### src/rtl/clkmux_fracdiv.sv
module clkmux_fracdiv #(
  parameter int NUM_SRC   = 10,
  parameter int SEL_W     = 4,
  parameter int INT_BITS  = 4,
  parameter int FRAC_BITS = 4
) (
  input  logic               clk,
  input  logic               rst_n,
  input  logic [NUM_SRC-1:0] src_en,
  input  logic               reg_wr,
  input  logic               reg_addr,
  input  logic [31:0]        reg_wdata,
  output logic [31:0]        reg_rdata,
  output logic               tick_out
);
  localparam int PADW = 1 << SEL_W;
  localparam int DW   = INT_BITS + FRAC_BITS;
  localparam int AW   = DW + 1;

  logic [4:0]      ctrl_lo;
  logic [31:6]     ctrl_hi;
  logic [31:0]     div_q;
  logic [PADW-1:0] src_pad;
  logic            enable, hit;

  always_ff @(posedge clk) begin
    if (!rst_n) begin
      ctrl_lo <= '0;
      ctrl_hi <= '0;
      div_q   <= '0;
    end else if (reg_wr) begin
      if (!reg_addr) begin
        ctrl_lo <= reg_wdata[4:0];
        ctrl_hi <= reg_wdata[31:6];
      end else begin
        div_q <= reg_wdata;
      end
    end
  end

  assign enable    = ctrl_lo[4];
  assign src_pad   = PADW'(src_en);
  assign hit       = src_pad[ctrl_lo[SEL_W-1:0]];
  assign reg_rdata = reg_addr ? div_q : {ctrl_hi, enable, ctrl_lo};

  generate
    if (DW == 0) begin : g_bypass
      always_ff @(posedge clk) begin
        if (!rst_n) tick_out <= 1'b0;
        else        tick_out <= enable && hit && !reg_wr;
      end

      a_r9_bypass_exact: assert property (@(posedge clk) disable iff (!rst_n)
        tick_out == $past(enable && hit && !reg_wr));
    end else begin : g_divide
      logic [DW-1:0] divisor;
      logic [AW-1:0] acc, inc, sum, div_x;

      always_comb begin
        for (int i = 0; i < DW; i++) divisor[i] = div_q[12 - FRAC_BITS + i];
      end

      assign inc   = AW'(1) << FRAC_BITS;
      assign sum   = acc + inc;
      assign div_x = {1'b0, divisor};

      always_ff @(posedge clk) begin
        if (!rst_n || reg_wr) begin
          acc      <= '0;
          tick_out <= 1'b0;
        end else begin
          tick_out <= 1'b0;
          if (!enable || divisor == '0) begin
            acc <= '0;
          end else if (hit) begin
            if (div_x < inc) begin
              acc      <= '0;
              tick_out <= 1'b1;
            end else if (sum >= div_x) begin
              acc      <= sum - div_x;
              tick_out <= 1'b1;
            end else begin
              acc <= sum;
            end
          end
        end
      end

      a_r8_zero_div_silent: assert property (@(posedge clk) disable iff (!rst_n)
        $past(divisor == '0) |-> !tick_out);
      a_r10_write_clears: assert property (@(posedge clk) disable iff (!rst_n)
        $past(reg_wr) |-> (acc == '0 && !tick_out));
      a_r6_acc_below_div: assert property (@(posedge clk) disable iff (!rst_n)
        acc == '0 || acc < div_x);
      a_r3_acc_idle_off: assert property (@(posedge clk) disable iff (!rst_n)
        $past(!enable) |-> acc == '0);
    end
  endgenerate

  a_r3_off_silent: assert property (@(posedge clk) disable iff (!rst_n)
    $past(!enable) |-> !tick_out);
  a_r1_from_selected: assert property (@(posedge clk) disable iff (!rst_n)
    tick_out |-> $past(hit));
  a_r4_busy_mirror: assert property (@(posedge clk) disable iff (!rst_n)
    !reg_addr |-> reg_rdata[5] == reg_rdata[4]);
endmodule

### config.mk
export PLATFORM = sky130hd
export DESIGN_NAME = clkmux_fracdiv
export DESIGN_NICKNAME = d
export VERILOG_FILES = /design/src/rtl/clkmux_fracdiv.sv
export SDC_FILE = /design/constraint.sdc
export NUM_CORES = 1
export LEC_CHECK = 0
export BUFFER_PORTS_ARGS = -buffer_cell sky130_fd_sc_hd__buf_4
export CAP_MARGIN = 20
export CORE_MARGIN = 2
export CORE_UTILIZATION = 61
export CTS_BUF_LIST = sky130_fd_sc_hd__clkbuf_8
export DETAILED_ROUTE_END_ITERATION = 7
export PLACE_DENSITY = 0.89
export SETUP_SLACK_MARGIN = 0.05
export SLEW_MARGIN = 20
export SYNTH_ARGS = -nofsm -noshare
export SYNTH_HDL_FRONTEND = slang
export SYNTH_SLANG_ARGS = --single-unit
export TNS_END_PERCENT = 10
### constraint.sdc
create_clock -name clk -period 6.35 [get_ports clk]
set_input_delay 1.27 -clock clk [delete_from_list [all_inputs] [get_ports clk]]
set_output_delay 1.27 -clock clk [all_outputs]
set_load 0.02 [all_outputs]
Yosys cells after proc, flatten, opt, wreduce, memory -nomap -nowiden
Cells that the tools add are included.
{"block": "totals", "reg_bits": 73, "input_bits": 46, "output_inout_bits": 33, "elab_cells": 28}
{"block": "op_classes", "add_sub_neg": 2, "n_lt_le_gt_ge": 3, "mux": 7, "n_bitwise": 2, "n_reduce_logical": 9}
{"cell": "$mux 32", "count": 1}
{"cell": "$mux 9", "count": 2}
{"cell": "$add 9x5->9 const B", "count": 1}
{"cell": "$ge 9x8->1", "count": 1}
{"cell": "$sub 9x8->9", "count": 1}
{"cell": "$logic_not 8->1", "count": 1}
{"cell": "$lt 8x5->1 const B", "count": 1}
{"cell": "$lt 4x5->1 const B", "count": 1}
{"cell": "$bmux 1 s4", "count": 1}
{"cell": "$reduce_and 2->1", "count": 2}
{"cell": "$mux 1", "count": 3}
{"cell": "$reduce_or 3->1", "count": 1}
{"cell": "$logic_not 1->1", "count": 2}
{"cell": "$logic_or 1x1->1", "count": 2}
{"cell": "$not 1->1", "count": 2}
{"cell": "$reduce_or 2->1", "count": 1}

Longest topological paths before layout
Gate-level depths: netlist (run 1).
{"block": "depth", "ltp_word": 4, "ltp_mapped": 10, "mapped_depth_nobuf": 10}

Worst setup path before layout (run 1)
No wires, ideal clock.
{"block": "synth_path", "kind": "input to output", "startpoint": "input port reg_addr", "endpoint": "output port reg_rdata[10]", "arrival_time_ps": 2319, "required_ps": 5080, "slack_ps": 2761, "path_stages": 3, "n_path_buf": 2, "path_cell_list": "clkbuf_1 -> buf_1 -> mux2_2"}
{"block": "synth_via", "elab_chain_cells": 1}
{"element": "start: declaration", "line": "11", "source": "input logic reg_addr,"}
{"element": "$mux 32", "line": "44", "source": "assign reg_rdata = reg_addr ? div_q : {ctrl_hi, enable, ctrl_lo};"}
{"element": "end: declaration", "line": "13", "source": "output logic [31:0] reg_rdata,"}
Every way passes these cells.

Worst setup path in the final report (run 1)
{"block": "layout_path", "startpoint": "input port reg_addr", "endpoint": "output port reg_rdata[6]"}
The elaborated chain is that of the path after synthesis.

==> results of run 1 <==
## final timing paths
kind                                      start         endpoint  cells after the start
worst max-delay path                   reg_addr     reg_rdata[6]                      3
worst min-delay path                ctrl_hi[25]      ctrl_hi[25]                      2
worst max register to register  g_divide.acc[4]  g_divide.acc[4]                      9
worst min register to register      ctrl_hi[25]      ctrl_hi[25]                      2
## per-stage QoR
step | power, uW | area [um^2] | setup slack, ns | utilization (%)
after detailed placement | 656 | 4270 | 2.83 | 73.0
after global placement | 651 | 4270 | 2.85 | 73.0
final | 1020 | 4480 | 2.82 | 76.5
after floorplan | 594 | 3660 | 2.76 | -
after CTS | 1020 | 4480 | 2.83 | 76.5
after global routing | 1060 | 4480 | 2.79 | 76.5
## state kept, by name (all words and copies together), names as in the netlist
name,flops
ctrl_lo,5
ctrl_hi,26
div_q,32
g_divide.acc,9
tick_out,1
## cells by family after synthesis
group                    share of synthesized area, %
AND/OR/NAND/NOR                                  19.9
buffers and inverters                            4.27
XOR/XNOR                                         1.67
adder cells (fa/ha/maj)                          3.62
flip-flops                                       39.9
AO/OA/AOI/OAI                                    19.7
multiplexers                                     10.9
## layout by cell type (no fill, tap or decap), types with 4 or more instances in the layout
master                     count
sky130_fd_sc_hd__clkbuf_8     11
sky130_fd_sc_hd__xnor2_1       5
sky130_fd_sc_hd__mux2_2       30
sky130_fd_sc_hd__buf_4        82
sky130_fd_sc_hd__dfxtp_1      73
sky130_fd_sc_hd__nor2_1        9
sky130_fd_sc_hd__o21ai_0       5
sky130_fd_sc_hd__inv_1        15
sky130_fd_sc_hd__mux2i_1       4
sky130_fd_sc_hd__a21boi_0     64
sky130_fd_sc_hd__ha_1          9
sky130_fd_sc_hd__nand3_1       4
sky130_fd_sc_hd__a21oi_1       8
sky130_fd_sc_hd__nand2_1     138
## worst max-delay path, delay by kind of cell
family   cells  cell delay, ns
buf+inv      2            0.57
mux          1            0.41
## routing by layer
metal / GRT usage [%] / vias up / part of all wire, %
met3: 4.40 / 10 / 5.6
met5: 0 / - / 0
met1: 32.9 / 1513 / 45
met2: 44.8 / 86 / 48
met4: 11.2 / 0 / 1.6
li1: - / 1617 / -
## area by class of cell
cell class,count,area share (%)
sequential,73,32.7
multi-input combinational,325,45.8
clock buffer,11,3.38
timing repair buffer,82,13.8
inverter,13,1.09
clock inverter,5,1.23
tap,75,2.10
## where the power goes
group	switching (uW)	total [uW]	leakage (uW)	internal (uW)
clock network	170	372	0.000113	202
logic	84.2	159	0.00116	74.5
registers	11.7	488	0.000596	476
==> qor.txt, run 1 <==
Result of the run -> finished clean
Total routing usage reported by global routing -> 26.3%
Leakage Power -> 0.00187 uW
Synthesized net count -> 494
Share of flip-flops with an asynchronous set or reset -> 0%
Clock tree from TritonCTS -> done
Total of fill cells in the finished design -> 456
CTS H-tree lvls -> 3
Clock transition at path regs -> 0.08 ns
Floorplan row count -> 28
Average size of a mapped cell -> 8.37 um^2
Vias in the first global route -> 2,892
Number of instances resized during post-cts repair -> 0
Count of placed standard cells including taps -> 568
Synth Register Bits -> 73
Drt pass-1 iters -> 4
Class of the most critical hold timing path -> reg -> reg
Number of design rule violations left after detail routing -> 0
Final count of pins violating max slew -> 0
Crit path top cell by count -> sky130_fd_sc_hd__buf_4
Minimum hold slack -> 0.468 ns
Leading cell type by number of instances after synthesis -> sky130_fd_sc_hd__nand2_1
Reg2Reg Setup Slack -> 3.67 ns
Total CTS buffers -> 9
Final Skew -> 0.00659 ns
# setup viols final -> 0
Clock insertion delay at the later pin of the skew report -> 0.34 ns
Proportion of netlist area held by the largest area contributor -> 39.9%
Area occupied by multi-input gates -> 2050 um^2
Number of cells produced by synthesis -> 438
Width of the die -> 81.5 um
Post-synth top area cell -> sky130_fd_sc_hd__dfxtp_1
Non-filler cells, final -> 584
# port buffers -> 78
Number of antenna violations at the first check in global routing -> 0
Routed length per instance -> 14.7 um
Unrepaired setup endpoints after global routing -> false
Top cells by count, synth -> 138 x sky130_fd_sc_hd__nand2_1, 73 x sky130_fd_sc_hd__dfxtp_1, 64 x sky130_fd_sc_hd__a21boi_0
Synthesis warning total -> 0
Maximum number of pins on one net before global-route repair -> 65
Antenna diodes -> 0
Netlist area before placement -> 3660 um^2
Slowest-stage cell, CP -> sky130_fd_sc_hd__buf_4
Main synth FF type -> sky130_fd_sc_hd__dfxtp_1
Final Hold Viols -> 0
Num ports -> 79
Largest buffer count on any clock path -> 2
Part of the Yosys area used for sequential elements -> 39.9%
Number of flops mapped to enable cells by yosys -> 0
Total Die Area -> 6640 um^2
Number of buffers added for setup after CTS -> 0
Unique masters post-synth -> 47
Via density -> 5.52
Max IR drop VDD -> 0.000155 V
Arrival time reported for the critical path endpoint -> 2.26 ns
Start-to-end type of the worst setup path -> in -> out
DR vias -> 3,226
Endpoint type of the worst setup path -> output port
Total length of routed wires -> 8560 um
P&R area growth vs syn -> 22.1%
First-pass GRT wire length -> 13,400 um
Initial Utilization -> 62.6%
Post-DP HPWL -> 5860 um
Post-route clock period utilization -> 55.6%
Area of the core -> 5850 um^2
GPL Wtd Cong -> 0.906
Final net count -> 560
CP max stage delay -> 0.41 ns
ANT nets after route -> 0
Max-cap check violation count -> 0
Area taken by flip-flops and latches -> 1460 um^2
Cells taking the most area after synthesis -> sky130_fd_sc_hd__dfxtp_1 40%, sky130_fd_sc_hd__nand2_1 14%, sky130_fd_sc_hd__a21boi_0 13%, sky130_fd_sc_hd__mux2_2 9.2%, sky130_fd_sc_hd__ha_1 3.1%
Share of cells above drive strength 1 -> 25.9%
Root cell of the clock tree -> sky130_fd_sc_hd__clkbuf_8
Y dimension of the die -> 81.5 um
Hold-fix buffer count after cts -> 0
Nature of the critical path startpoint -> input port
Worst path required time -> 5.08 ns
Critical path cell sequence -> buf_4 > mux2_2 > buf_4
Total negative slack -> 0 ns
Number of DRC violations after detailed-routing iteration 0 -> 213
Cell Pwr Density -> 228 nW/um^2
Achievable Freq -> 283 MHz
CTS sink cnt -> 73
Max-slew headroom at the worst pin -> 36.4%
Shortest period the worst path allows -> 3.53 ns
Largest fanout on the critical path -> 37
Worst-Margin Slew -> 0.930 ns
Global-route congestion overflow total -> 0
Power figures use the tool's default switching activity.
==> inputs of run 2 (changes only) <==
- ABC_AREA: default -> 1
- CORE_UTILIZATION: 61 -> 51
- PLACE_DENSITY: 0.89 -> 0.8
- clock period: 6.35 -> 2.9 ns (I/O delays scaled with it)
==> run 2 against run 1 <==
Worst hold slack got worse by 0.0056 ns. Setup slack worse by 2.3 ns. Clock-buffer cell count down 2. Total power grew 130%. Synthesized cell count is 24% higher. Clock power is 110% higher. Die area up 16%. First-iteration DRC count decreased by 15%. Final cell count is 22% higher. Critical endpoint is now reg_rdata[28]. Largest power group unchanged.
==> qor.txt, run 2 <==
Biggest register -> div_q
Root cell of the clock tree -> sky130_fd_sc_hd__clkbuf_8
Minimum hold slack -> 0.462 ns (-0.00556 ns)
Arrival time reported for the critical path endpoint -> 1.80 ns (-0.46 ns)
Part of the Yosys area used for sequential elements -> 41.0% (+1.1 points)
DR vias -> 3,644 (+13%)
Synthesis warning total -> 0 (unchanged)
# port buffers -> 78 (unchanged)
Pre-CTS setup slack -> 0.523 ns (-2.31 ns)
Share of cells above drive strength 1 -> 17.5% (-8.4 points)
Share of flip-flops with an asynchronous set or reset -> 0% (unchanged)
Clock insertion delay at the later pin of the skew report -> 0.34 ns (about the same)
First-pass GRT wire length -> 14,600 um (+9.1%)
Post-DP HPWL -> 6250 um (+6.8%)
Number of instances resized during post-cts repair -> 0 (unchanged)
Nature of the critical path startpoint -> input port
Placement-stage cell area -> 4220 um^2 (-1.1%)
Largest register FFs -> 32 (unchanged)
ANT nets after route -> 0 (unchanged)
Biggest regs -> div_q: 32 flops, ctrl_hi: 26 flops, g_divide.acc: 9 flops
Max-slew headroom at the worst pin -> 40.7% (+4.2 points)
Num ports -> 79 (unchanged)
Number of cells produced by synthesis -> 541 (+24%)
Main synth FF type -> sky130_fd_sc_hd__dfxtp_1
Via density -> 5.12 (-7.3%)
Area of all placed cells without fillers -> 4420 um^2 (-1.3%)
Drt pass-1 iters -> 5 (+1)
Final count of pins violating max slew -> 0 (unchanged)
Unique masters post-synth -> 24 (-49%)
Vias in the first global route -> 3,349 (+16%)
Antenna diodes -> 0 (unchanged)
Post-route clock period utilization -> 82.1%
Start-to-end type of the worst setup path -> in -> out
Number of antenna violations at the first check in global routing -> 0 (unchanged)
Final worst-path setup slack -> 0.520 ns (-2.30 ns)
Unrepaired setup endpoints after global routing -> false
Worst path required time -> 2.32 ns (-2.76 ns)
Post-synth top area cell -> sky130_fd_sc_hd__dfxtp_1
Hold-fix buffer count after cts -> 0 (unchanged)
Endpoint type of the worst setup path -> output port
Crit path from -> reg_addr
Width of the die -> 87.6 um (+7.5%)
Maximum number of pins on one net before global-route repair -> 64 (-1.5%)
Reg2Reg Setup Slack -> 0.54 ns (-3.13 ns)
Worst reg2reg path endpoint -> g_divide.acc[0]
Synthesized net count -> 597 (+21%)
Leading cell type in the layout, fill and taps excluded -> sky130_fd_sc_hd__nand2_1
Max IR drop VDD -> 0.000345 V (+120%)
Number of buffers added for setup after CTS -> 0 (unchanged)
Worst-Margin Slew -> 0.889 ns (-0.0406 ns)
Leakage Power -> 0.00215 uW (+15%)
CTS sink cnt -> 73 (unchanged)
Class of the most critical hold timing path -> in -> reg
Clock transition at path regs -> 0.08 ns (about the same)
GPL Wtd Cong -> 0.864 (-4.7%)
Global-route congestion overflow total -> 0 (unchanged)
Total routing usage reported by global routing -> 23.6% (-2.7 points)
Clock tree from TritonCTS -> done
Routed length per instance -> 12.3 um (-16%)
Number of DRC violations after detailed-routing iteration 0 -> 181 (-15%)
Netlist area before placement -> 3570 um^2 (-2.6%)
Top cells by count, synth -> 130 x sky130_fd_sc_hd__nand2_1, 112 x sky130_fd_sc_hd__nor2_1, 76 x sky130_fd_sc_hd__o21ai_0
Total Die Area -> 7680 um^2 (+16%)
Final Skew -> 0.00665 ns (+0.0000620 ns)
Max-cap check violation count -> 0 (unchanged)
Commonest cells after routing, fill and taps aside -> 130 x sky130_fd_sc_hd__nand2_1, 112 x sky130_fd_sc_hd__nor2_1, 85 x sky130_fd_sc_hd__buf_4
Total CTS buffers -> 9 (unchanged)
HP Start -> reg_wdata[23]
End point of the most critical hold path -> ctrl_hi[23]
Largest buffer count on any clock path -> 2 (unchanged)
Number of design rule violations left after detail routing -> 0 (unchanged)
Final net count -> 667 (+19%)
Area of the core -> 6790 um^2 (+16%)
# setup viols final -> 0 (unchanged)
Average size of a mapped cell -> 6.60 um^2 (-21%)
Leading cell type by number of instances after synthesis -> sky130_fd_sc_hd__nand2_1
Final Hold Viols -> 0 (unchanged)
Cell Pwr Density -> 531 nW/um^2 (+130%)
Shortest period the worst path allows -> 2.38 ns
P&R area growth vs syn -> 23.8%
Achievable Freq -> 420 MHz
Initial Utilization -> 52.5% (-10 points)
Floorplan row count -> 30 (+7.1%)
Instance count along the most critical hold path -> 3 (+1)
Cells taking the most area after synthesis -> sky130_fd_sc_hd__dfxtp_1 41%, sky130_fd_sc_hd__nand2_1 14%, sky130_fd_sc_hd__nor2_1 12%, sky130_fd_sc_hd__o21ai_0 11%, sky130_fd_sc_hd__inv_1 4.2%
Result of the run -> finished clean
Y dimension of the die -> 87.6 um (+7.5%)
End-of-flow core utilization -> 65.0% (-11 points)
Largest fanout on the critical path -> 21 (-43%)
Synth Register Bits -> 73 (unchanged)
Number of flops mapped to enable cells by yosys -> 0 (unchanged)
Total negative slack -> 0 ns (unchanged)
Total length of routed wires -> 8740 um (+2.1%)
CTS H-tree lvls -> 3 (unchanged)
Critical R2R Launch -> g_divide.acc[4]
Depth of the worst register-to-register path -> 12 (+3)
Proportion of netlist area held by the largest area contributor -> 41.0% (+1.1 points)
[run 2: changes by cell type after synthesis, moves of 4 or more]
cell / before / now
sky130_fd_sc_hd__a21boi_0: 64 / 0
sky130_fd_sc_hd__a21oi_1: 8 / 24
sky130_fd_sc_hd__inv_1: 13 / 40
sky130_fd_sc_hd__mux2_2: 30 / 0
sky130_fd_sc_hd__mux2i_1: 4 / 0
sky130_fd_sc_hd__nand2_1: 138 / 130
sky130_fd_sc_hd__nand3_1: 4 / 19
sky130_fd_sc_hd__nand4_1: 3 / 12
sky130_fd_sc_hd__nor2_1: 9 / 112
sky130_fd_sc_hd__nor2b_1: 4 / 0
sky130_fd_sc_hd__o21ai_0: 5 / 76
[run 2: cell families (layout without fill, tap and decap cells)]
logic type / after synthesis / after routing / share of synthesized area (%)
AND/OR/NAND/NOR: 281 / 281 / 31.9
flip-flops: 73 / 73 / 41.0
adder cells (fa/ha/maj): 10 / 10 / 3.72
AO/OA/AOI/OAI: 101 / 101 / 14.3
XOR/XNOR: 6 / 6 / 1.47
buffers and inverters: 70 / 145 / 7.71
[run 2: worst max-delay path, cell delays in order]
cell and delay [ns]:
sky130_fd_sc_hd__buf_4 0.10, sky130_fd_sc_hd__clkinv_1 0.44, sky130_fd_sc_hd__buf_4 0.40, sky130_fd_sc_hd__nand2_1 0.08
sky130_fd_sc_hd__nand2_1 0.04, sky130_fd_sc_hd__buf_4 0.15
[run 2: cell type report]
cell class	instances	area (um^2)
sequential	73	1460
timing repair buffer	85	638
inverter	44	170
fill	611	2380
clock inverter	7	72.6
multi-input combinational	398	1830
tap	96	120
clock buffer	9	124
[run 2: stage by stage]
step / cells / power, uW
floorplan: 541 / 1420
global placement: 696 / 1580
detailed placement: 696 / 1590
CTS: 712 / 2360
global route: 712 / 2470
finish: 712 / 2350
[run 2: worst max path at each step]
| stage | end | slack [ns] | cells after the start |
|---|---|---|---|
| after floorplan | reg_rdata[15] | 0.88 | 3 |
| final | reg_rdata[28] | 0.52 | 6 |
| after CTS | reg_rdata[19] | 0.52 | 6 |
| after detailed placement | reg_rdata[19] | 0.52 | 6 |
| after global placement | reg_rdata[19] | 0.59 | 6 |
| after global routing | g_divide.acc[7] | 0.31 | 12 |
[run 2: per-layer routing]
metal  track usage, %  vias to the layer above  share of wire, %
met5                0                        -                 0
met4             6.29                        0               1.2
met3             5.56                        9               6.8
met2             40.6                      113                50
met1             29.6                     1659                42
li1                 -                     1863                 -
[run 2: where the power goes]
part           switching [uW]  internal, uW  total, uW
clock                     381           397        778
sequential               28.2          1060       1090
combinational             294           186        481
total                     704          1640       2350
==> inputs of run 3 (changes only) <==
- clock period: 2.9 -> 2 ns (I/O delays scaled with it)
==> run 3 against run 2 <==
Die area is the same. Clock-buffer cell count rose by 1. Non-clock buffer count rose by 17. Final cell count grew 2.2%. Total power is 42% higher. Register-to-register slack worse by 0.51 ns. Critical endpoint is now g_divide.acc[1]. Highest routed layer unchanged.
==> qor.txt, run 3 (same netlist as run 2, synthesis figures left out) <==
Critical path cell sequence -> ha_4 > xor2_4 > ha_4 > nand2_4 > nor2_4 > nand2_2 > nand3_2 > nor2_4 > nand2_4 > buf_12 > nand4_1 > a21oi_1
Num ports -> 79 (unchanged)
CTS sink cnt -> 73 (unchanged)
Width of the die -> 87.6 um (unchanged)
Number of DRC violations after detailed-routing iteration 0 -> 149 (-18%)
Total Die Area -> 7680 um^2 (unchanged)
Area of the core -> 6790 um^2 (unchanged)
Vias in the first global route -> 3,556 (+6.2%)
Largest register FFs -> 32 (unchanged)
Global-route congestion overflow total -> 0 (unchanged)
Largest fanout on the critical path -> 6 (-71%)
ANT nets after route -> 0 (unchanged)
Y dimension of the die -> 87.6 um (unchanged)
Worst path required time -> 2.28 ns (-0.04 ns)
Total CTS buffers -> 9 (unchanged)
Final count of pins violating max slew -> 0 (unchanged)
Post-DP HPWL -> 6240 um (-0.24%)
Slowest-stage cell, CP -> sky130_fd_sc_hd__dfxtp_4
Achievable Freq -> 508 MHz
Class of the most critical hold timing path -> in -> reg
Biggest register -> div_q
Minimum hold slack -> 0.283 ns (-0.179 ns)
First-pass GRT wire length -> 15,500 um (+6.4%)
Drt pass-1 iters -> 4 (-1)
Endpoint type of the worst setup path -> flip-flop
Worst-Margin Slew -> 0.838 ns (-0.0512 ns)
Reg2Reg Setup Slack -> 0.03 ns (-0.51 ns)
Floorplan row count -> 30 (unchanged)
Total length of routed wires -> 9310 um (+6.5%)
Max IR drop VDD -> 0.000530 V (+54%)
# setup viols final -> 0 (unchanged)
Shortest period the worst path allows -> 1.97 ns
Maximum number of pins on one net before global-route repair -> 50 (-22%)
Unrepaired setup endpoints after global routing -> true
Total routing usage reported by global routing -> 25.4% (+1.8 points)
Routed length per instance -> 12.8 um (+4.2%)
Share of cells above drive strength 1 -> 23.9% (+6.4 points)
Nature of the critical path startpoint -> flip-flop
Result of the run -> finished clean
Via density -> 5.07 (-0.94%)
Arrival time reported for the critical path endpoint -> 2.24 ns (+0.44 ns)
DR vias -> 3,691 (+1.3%)
CP max stage delay -> 0.37 ns (-0.07 ns)
Commonest cells after routing, fill and taps aside -> 122 x sky130_fd_sc_hd__nand2_1, 110 x sky130_fd_sc_hd__nor2_1, 100 x sky130_fd_sc_hd__buf_4
Post-route clock period utilization -> 98.5%
Final Hold Viols -> 0 (unchanged)
Clock tree from TritonCTS -> done
# port buffers -> 78 (unchanged)
Leading cell type in the layout, fill and taps excluded -> sky130_fd_sc_hd__nand2_1
Clock insertion delay at the later pin of the skew report -> 0.34 ns (about the same)
P&R area growth vs syn -> 31.8%
Biggest regs -> div_q: 32 flops, ctrl_hi: 26 flops, g_divide.acc: 9 flops
Instance count along the most critical hold path -> 3 (unchanged)
GPL Wtd Cong -> 0.930 (+7.7%)
Largest buffer count on any clock path -> 2 (unchanged)
Max-cap check violation count -> 0 (unchanged)
Max-slew headroom at the worst pin -> 44.1% (+3.4 points)
Root cell of the clock tree -> sky130_fd_sc_hd__clkbuf_8
Number of antenna violations at the first check in global routing -> 0 (unchanged)
Final Skew -> 0.00545 ns (-0.00120 ns)
Depth of the worst register-to-register path -> 12 (unchanged)
Initial Utilization -> 52.5% (unchanged)
Start-to-end type of the worst setup path -> reg -> reg
Hold-fix buffer count after cts -> 0 (unchanged)
Final net count -> 684 (+2.5%)
CTS H-tree lvls -> 3 (unchanged)
Number of design rule violations left after detail routing -> 0 (unchanged)
Cell Pwr Density -> 710 nW/um^2 (+34%)
Total negative slack -> 0 ns (unchanged)
Antenna diodes -> 0 (unchanged)
Clock transition at path regs -> 0.07 ns (about the same)
Leakage Power -> 0.00224 uW (+4.4%)
-- run 3: changes by cell type in the layout (fill, tap and decap cells not counted), moves of 3 or more --
cell,delta
sky130_fd_sc_hd__a21oi_1,-3
sky130_fd_sc_hd__a21oi_2,+3
sky130_fd_sc_hd__buf_4,+15
sky130_fd_sc_hd__clkinv_4,-3
sky130_fd_sc_hd__dfxtp_1,-4
sky130_fd_sc_hd__ha_1,-4
sky130_fd_sc_hd__ha_4,+4
sky130_fd_sc_hd__nand2_1,-8
sky130_fd_sc_hd__nand2_2,+6
sky130_fd_sc_hd__nand3_1,-3
-- run 3: worst paths after layout --
check / startpoint / to
max: g_divide.acc[4] / g_divide.acc[1]
min: reg_wdata[9] / ctrl_hi[9]
max reg2reg: g_divide.acc[4] / g_divide.acc[1]
min reg2reg: g_divide.acc[0] / g_divide.acc[0]
-- run 3: stage by stage --
stage / area [um^2] / cells / power (uW) / worst slack [ns] / util, %
floorplan: 3570 / 541 / 2050 / 0.0908 / -
global placement: 4300 / 707 / 2300 / -0.0498 / 63.4
detailed placement: 4300 / 707 / 2320 / -0.170 / 63.4
CTS: 4570 / 726 / 3320 / 0.00746 / 67.2
global route: 4700 / 728 / 3520 / -0.0922 / 69.2
finish: 4700 / 728 / 3340 / 0.0309 / 69.2
-- run 3: area by class of cell --
| class | count | area (um^2) |
|---|---|---|
| sequential | 73 | 1470 |
| clock buffer | 10 | 138 |
| multi-input combinational | 398 | 2000 |
| fill | 568 | 2090 |
| clock inverter | 5 | 25.0 |
| timing repair buffer | 102 | 782 |
| inverter | 44 | 170 |
| tap | 96 | 120 |
-- run 3: repair_timing --
item | 4_1_cts | 5_1_grt
endpoints found under the setup margin | 10 | 10
resized for setup | 12 | 27
setup buffers | 4 | 2
pin swaps | 5 | 17
-- run 3: where the power goes --
part           internal [uW]  switching (uW)
Clock                    464             521
Sequential              1540            41.2
Combinational            324             456
-- run 3: worst max-delay path, delay by kind of cell, from the launching register on --
| kind | cells | cell delay, ns |
|---|---|---|
| xor gates and xnor gates | 1 | 0.19 |
| and+or+nand+nor | 7 | 0.58 |
| adders and majority gates | 2 | 0.48 |
| DFF | 1 | 0.37 |
| buffers and inverters | 1 | 0.11 |
| AOI/OAI and AO/OA | 1 | 0.17 |
-- run 3: metal layers --
layer	share of wire [%]	vias to the layer above	GRT usage (%)
met4	1.9	0	8.11
li1	-	1895	-
met2	49	98	42.8
met3	5.5	19	6.69
met1	43	1679	31.7
met5	0	-	0
